**config.mk**
```make
export PLATFORM = sky130hd
export DESIGN_NAME = dmac_unit
export DESIGN_NICKNAME = d
export VERILOG_FILES = /design/src/rtl/dmac_pkg.sv /design/src/rtl/dmac_halfmul.sv /design/src/rtl/dmac_combine.sv /design/src/rtl/dmac_unit.sv
export SDC_FILE = /design/constraint.sdc
export NUM_CORES = 2
export LEC_CHECK = 0
export BUFFER_PORTS_ARGS = -buffer_cell sky130_fd_sc_hd__buf_2
export CORE_MARGIN = 2
export CORE_UTILIZATION = 30
export DETAILED_ROUTE_END_ITERATION = 16
export GPL_TIMING_DRIVEN = 0
export SYNTH_ARGS = -nofsm -noshare
export SYNTH_HDL_FRONTEND = slang
export SYNTH_SLANG_ARGS = --single-unit
```
**constraint.sdc**
```tcl
create_clock -name clk -period 0.8 [get_ports clk]
set_clock_uncertainty 0.05 [all_clocks]
set_input_delay 0.04 -clock clk [delete_from_list [all_inputs] [get_ports clk]]
set_output_delay 0.04 -clock clk [all_outputs]
set_load 0.02 [all_outputs]
```
**src/rtl/dmac_pkg.sv**
```systemverilog
package dmac_pkg;

    // Arithmetic path selected by the subtract and accumulate controls
    typedef enum logic [1:0] {
        MODE_DIFF     = 2'd0,
        MODE_DIFF_ACC = 2'd1,
        MODE_SUM      = 2'd2,
        MODE_SUM_ACC  = 2'd3
    } dmac_mode_e;

    function automatic dmac_mode_e dmac_pick_mode(input logic sub, input logic acc_en);
        dmac_mode_e m;
        case ({sub, acc_en})
            2'b10:   m = MODE_DIFF;
            2'b11:   m = MODE_DIFF_ACC;
            2'b00:   m = MODE_SUM;
            default: m = MODE_SUM_ACC;
        endcase
        return m;
    endfunction

endpackage

```
**src/rtl/dmac_halfmul.sv**
```systemverilog
module dmac_halfmul #(
    parameter int HALF_W = 16
) (
    input  logic [2*HALF_W-1:0] a_i,
    input  logic [2*HALF_W-1:0] b_i,
    input  logic                swap_i,
    output logic [2*HALF_W-1:0] prod_first_o,
    output logic [2*HALF_W-1:0] prod_second_o
);
    localparam int W = 2 * HALF_W;

    logic [W-1:0] b_eff;
    logic [W-1:0] prods [2];

    // Swap exchanges the halves of the second operand
    always_comb begin
        if (swap_i) b_eff = {b_i[HALF_W-1:0], b_i[W-1:HALF_W]};
        else        b_eff = b_i;
    end

    // One signed lane multiplier per half
    for (genvar lane = 0; lane < 2; lane++) begin : g_lane
        logic [HALF_W-1:0] ah;
        logic [HALF_W-1:0] bh;
        logic [W-1:0]      ax;
        logic [W-1:0]      bx;
        always_comb begin
            ah = a_i[lane*HALF_W +: HALF_W];
            bh = b_eff[lane*HALF_W +: HALF_W];
            ax = {{HALF_W{ah[HALF_W-1]}}, ah};
            bx = {{HALF_W{bh[HALF_W-1]}}, bh};
            // Product of sign-extended values is exact in W bits
            prods[lane] = ax * bx;
        end
    end

    assign prod_first_o  = prods[0];
    assign prod_second_o = prods[1];

endmodule

```
**src/rtl/dmac_combine.sv**
```systemverilog
module dmac_combine
    import dmac_pkg::*;
#(
    parameter int WORD_W = 32
) (
    input  logic [WORD_W-1:0] prod_first_i,
    input  logic [WORD_W-1:0] prod_second_i,
    input  logic [WORD_W-1:0] acc_i,
    input  dmac_mode_e        mode_i,
    output logic [WORD_W-1:0] res_o,
    output logic              ovf_hit_o
);
    localparam int WIDE_W = 2 * WORD_W;
    localparam int MSB    = WORD_W - 1;

    logic [WORD_W-1:0] diff_w;
    logic [WORD_W-1:0] pair_w;
    logic [WORD_W-1:0] diff_acc_w;
    logic [WIDE_W-1:0] wide_sum;
    logic [WIDE_W-1:0] ext_first;
    logic [WIDE_W-1:0] ext_second;
    logic [WIDE_W-1:0] ext_acc;

    always_comb begin
        diff_w     = prod_first_i - prod_second_i;
        pair_w     = prod_first_i + prod_second_i;
        diff_acc_w = diff_w + acc_i;
        ext_first  = {{WORD_W{prod_first_i[MSB]}}, prod_first_i};
        ext_second = {{WORD_W{prod_second_i[MSB]}}, prod_second_i};
        ext_acc    = {{WORD_W{acc_i[MSB]}}, acc_i};
        wide_sum   = ext_first + ext_second + ext_acc;

        res_o     = diff_w;
        ovf_hit_o = 1'b0;
        case (mode_i)
            MODE_DIFF: begin
                res_o     = diff_w;
                ovf_hit_o = 1'b0;
            end
            MODE_DIFF_ACC: begin
                res_o     = diff_acc_w;
                ovf_hit_o = (diff_w[MSB] == acc_i[MSB]) && (diff_acc_w[MSB] != diff_w[MSB]);
            end
            MODE_SUM: begin
                res_o     = pair_w;
                ovf_hit_o = (prod_first_i[MSB] == prod_second_i[MSB])
                         && (pair_w[MSB] != prod_first_i[MSB]);
            end
            MODE_SUM_ACC: begin
                // Single decision from the exact three-term sum
                res_o     = wide_sum[WORD_W-1:0];
                ovf_hit_o = wide_sum[WIDE_W-1:WORD_W] != {WORD_W{wide_sum[MSB]}};
            end
            default: begin
                res_o     = diff_w;
                ovf_hit_o = 1'b0;
            end
        endcase
    end

endmodule

```
**src/rtl/dmac_unit.sv**
```systemverilog
module dmac_unit
    import dmac_pkg::*;
#(
    parameter int HALF_W = 16
) (
    input  logic                clk,
    input  logic                rst_n,
    input  logic                vld_i,
    input  logic                acc_en_i,
    input  logic                swap_i,
    input  logic                sub_i,
    input  logic                clr_i,
    input  logic [2*HALF_W-1:0] op_a_i,
    input  logic [2*HALF_W-1:0] op_b_i,
    input  logic [2*HALF_W-1:0] acc_i,
    output logic [2*HALF_W-1:0] res_o,
    output logic                ovf_o
);
    localparam int W = 2 * HALF_W;

    typedef struct packed {
        logic [W-1:0] res;
        logic         ovf;
    } dmac_state_t;

    dmac_state_t st_d, st_q;

    logic [W-1:0] prod_first, prod_second;
    logic [W-1:0] comb_res;
    logic         comb_hit;
    dmac_mode_e   mode;

    assign mode = dmac_pick_mode(sub_i, acc_en_i);

    dmac_halfmul #(.HALF_W(HALF_W)) u_mul (
        .a_i          (op_a_i),
        .b_i          (op_b_i),
        .swap_i       (swap_i),
        .prod_first_o (prod_first),
        .prod_second_o(prod_second)
    );

    dmac_combine #(.WORD_W(W)) u_comb (
        .prod_first_i (prod_first),
        .prod_second_i(prod_second),
        .acc_i        (acc_i),
        .mode_i       (mode),
        .res_o        (comb_res),
        .ovf_hit_o    (comb_hit)
    );

    always_comb begin
        st_d = st_q;
        if (vld_i) begin
            st_d.res = comb_res;
            st_d.ovf = st_q.ovf | comb_hit;
        end
        if (clr_i) st_d.ovf = 1'b0;
    end

    always_ff @(posedge clk or negedge rst_n) begin
        if (!rst_n) st_q <= '0;
        else        st_q <= st_d;
    end

    assign res_o = st_q.res;
    assign ovf_o = st_q.ovf;

    // Plain difference never raises a clear flag
    p_no_overflow_r3: assert property (@(posedge clk) disable iff (!rst_n)
        (vld_i && sub_i && !acc_en_i && !clr_i && !ovf_o) |=> !ovf_o);

    // Flag is sticky until cleared
    p_sticky_r9: assert property (@(posedge clk) disable iff (!rst_n)
        (ovf_o && !clr_i) |=> ovf_o);

    // Clear wins over any same-cycle set
    p_clear_wins_r10: assert property (@(posedge clk) disable iff (!rst_n)
        clr_i |=> !ovf_o);

    // Result holds without an accepted operation
    p_hold_r11: assert property (@(posedge clk) disable iff (!rst_n)
        !vld_i |=> $stable(res_o));

    // Flag only rises from an accepted operation
    p_rise_src_r11: assert property (@(posedge clk) disable iff (!rst_n)
        $rose(ovf_o) |-> $past(vld_i));

endmodule

```
==> impl_results.md <==
* Failing checks: negative hold slack, negative setup slack
* Drt initial violations at 1435
* Fin Hold WS at -0.1892 ns
* Ports at roughly 140
* Post-synthesis instance total at 3258
* Layout cells sized above 1 at 24.13%
* CP most frequent cell: fa_1
* WP data arrival at between 9 and 10 ns
* Max Cap Viol at 0
* Max Freq at 104.3 MHz
* Async SR Flop Fraction at 100.0%
* Die Footprint at 96760 sq um
* Vias at approximately 23000
* Post-layout nets at about 4500
* Final Slew Violations at 0
* Final HPWL DP at 74.00 mm
* CTS Root Buffer Type: clkbuf_16
* Dominant synthesized flop cell: dfrtp_1
* Number of global-route vias before repair at approximately 24000
* Die X at 311.1 microns
* DRC Markers at 0
* Drt wl/cell at between 15 and 20 microns
* Place WS at -10.06 ns
* Post-synthesis sequential area ratio at 2.920%
* Area growth, synth to finish at 26.17%
* Core area at 93330 sq um
* DRT Pass-1 Iters at 8
* Syn nets at 4180
* Relative slew slack at 37.57%
* Hold Crit Class: input port to asynchronous set/reset pin
* Clk Latency, worst-skew pair at 0.28 ns
* Area leader, netlist: fa_1
* Post-Route WL at 89.34 mm
* GRT Total Usage at 17.98%
* Final Cell Area at 35690 sq um
* CP max-delay cell: fa_2
* Initial antenna violation count at 16
* CTS Hold Buffers Added at 1
* Clock sinks at 33
* Critical path launch point type: input port
* Synth cell types at 83
* CTS buffer count at 5
* Initial Utilization at between 30% and 40%
* Row cnt at 112
* Synth Area per Inst at about 8.7 sq um
* DRT antenna net count at 0
* Die height at 311.1 microns
* H-tree depth at 2
* Synth warnings at 0
* Crit Path Max Fanout at 10
* Share of the synthesized area in the top cell type at roughly 37%
* # setup viols final at 66
* Worst setup margin at -8.785 ns
* Number of enable flip-flop cells after synthesis at 0
* Worst-path clk slew at 0.06 ns
* Cell area after synthesis at between 20000 and 30000 sq um
* Port bufs at 132
* Measured slew at the worst slew-check pin at 0.9365 ns
* GPL Wtd Cong at approximately 0.95
* GRT Residual Overflow at 0
* Critical path class: input port to flip-flop
* Tmin final at 9.585 ns
* Clock buffer depth at 2
* Endpoints failing hold at 33
* Cell Area, Placed at 31100 sq um
* CTS tree: done
* Largest net degree at the start of global routing at 34
* Crit path capture type: flip-flop
* Top cells by area, synth: fa_1, ha_1, inv_1, xnor2_1, nand2_1
* Post-DR vias/cell at 4.857
* First-pass GRT wire length at 136.8 mm
* Slowest stage delay, CP at approximately 0.57 ns
* Total negative slack at -227.13 ns
* Final worst path period share at 1198%
* Fill cell instance count of the final layout at 9356
* #FFs+latches synth at 33
* Req. time, crit path at about 0.93 ns
* Status: finished with violations
* RSZ-0062 raised after global routing: true
==> synthesized netlist by cell type (10+ instances only) <==
cell      instances
nand2b_1         38
inv_1           666
and2_1          141
a211oi_1         17
a21oi_1         154
mux2_2           46
o21ai_0          64
o21a_1           27
fa_1            528
mux2i_1          17
dfrtp_1          33
nand3_1          31
a21o_1           59
nor2_1          135
a31oi_1          14
and3_1           12
clkbuf_1         96
or2_2            16
o21bai_1         27
mux4_2           21
nor3_1           31
xor2_1           40
ha_1            291
nor2b_1         138
nand2_1         312
o21ai_1          10
xnor2_1         145
o211ai_1         14
==> cell type report <==
type                       count  area [sq um]  share of cell area [%]
antenna                        4         10.01                 0.02805
buffer                       102         764.5                   2.142
clock buffer                   8         136.4                  0.3821
inverter                     667          2542                   7.124
multi-input combinational   2448         27470                   76.98
sequential                    33         825.8                   2.314
tap                         1254          1569                   4.396
timing repair buffer         319          2367                   6.633
==> cells in the final DEF (no fill, tap or decap), drive strengths merged, types with 41 or more instances in the layout <==
cell type    n
inv        660
buf        342
xor2        41
mux2        46
and2       141
nor2       135
a21oi      155
ha         291
fa         528
o21ai       75
clkbuf      86
xnor2      145
nand2      312
nor2b      138
a21o        59
==> critical path: cells and delay by family <==
kind / cells / cell delay [ns]
buffers and inverters: 9 / 1.13
adders and majority gates: 9 / 4.08
muxes: 1 / 0.37
AOI/OAI and AO/OA: 16 / 2.97
xor gates and xnor gates: 2 / 0.39
and+or+nand+nor: 7 / 0.73
==> sequential cells by signal, summed over array words and instances, names as in the netlist <==
register / count
res_o: 32
ovf_o: 1
==> metal layers <==
metal | vias up | wire length, microns | global-route usage [%]
met2 | 724 | 41940 | 30.36
met1 | 11740 | 39580 | 24.67
li1 | 10864 | - | -
met4 | 18 | 2489 | 3.744
met3 | 136 | 5206 | 2.186
met5 | - | 130 | 0
==> path summary, 6_finish.rpt <==
kind,start,endpoint,slack [ns],depth (start not counted)
min in group clk,acc_i[31],ovf_o$_DFFE_PN0P_,0.18,4
max in group asynchronous,rst_n,res_o[28]$_DFFE_PN0P_,0.31,1
setup / recovery,swap_i,ovf_o$_DFFE_PN0P_,-8.79,44
setup reg to reg,ovf_o$_DFFE_PN0P_,ovf_o$_DFFE_PN0P_,-0.11,2
hold reg to reg,res_o[14]$_DFFE_PN0P_,res_o[14]$_DFFE_PN0P_,0.45,1
hold / removal,rst_n,res_o[3]$_DFFE_PN0P_,-0.19,1
==> through the flow <==
| step | hold WS (ns) | instances | utilization [%] |
|---|---|---|---|
| final | -0.1892 | 4835 | 38.24 |
| after global placement | 0.1582 | 4644 | 33.32 |
| after global routing | -0.1266 | 4834 | 38.24 |
| after CTS | -0.1558 | 4750 | 36.29 |
| after detailed placement | 0.1573 | 4644 | 33.32 |
| after floorplan | -0.3056 | 3258 | - |
==> kinds of logic (layout without fill, tap and decap cells) <==
kind of cell	count (synthesis)	in the layout	synth area share, %
muxes	84	84	4.105
buffers and inverters	777	1096	10.36
and+or+nand+nor	884	884	15.45
other	0	4	0
xor gates and xnor gates	187	187	5.866
adders and majority gates	819	819	50.24
DFF	33	33	2.920
AOI/OAI and AO/OA	474	474	11.05
==> what timing repair did <==
item	in CTS	in global routing
pin swaps	133	119
endpoints found under the hold margin	34	33
endpoints found under the setup margin	66	66
buffers inserted	103	85
resized for setup	359	247
cloned	1	1
Power is not shown: default switching activity piles up to over one toggle a cycle in this logic, so the estimate is an artifact.
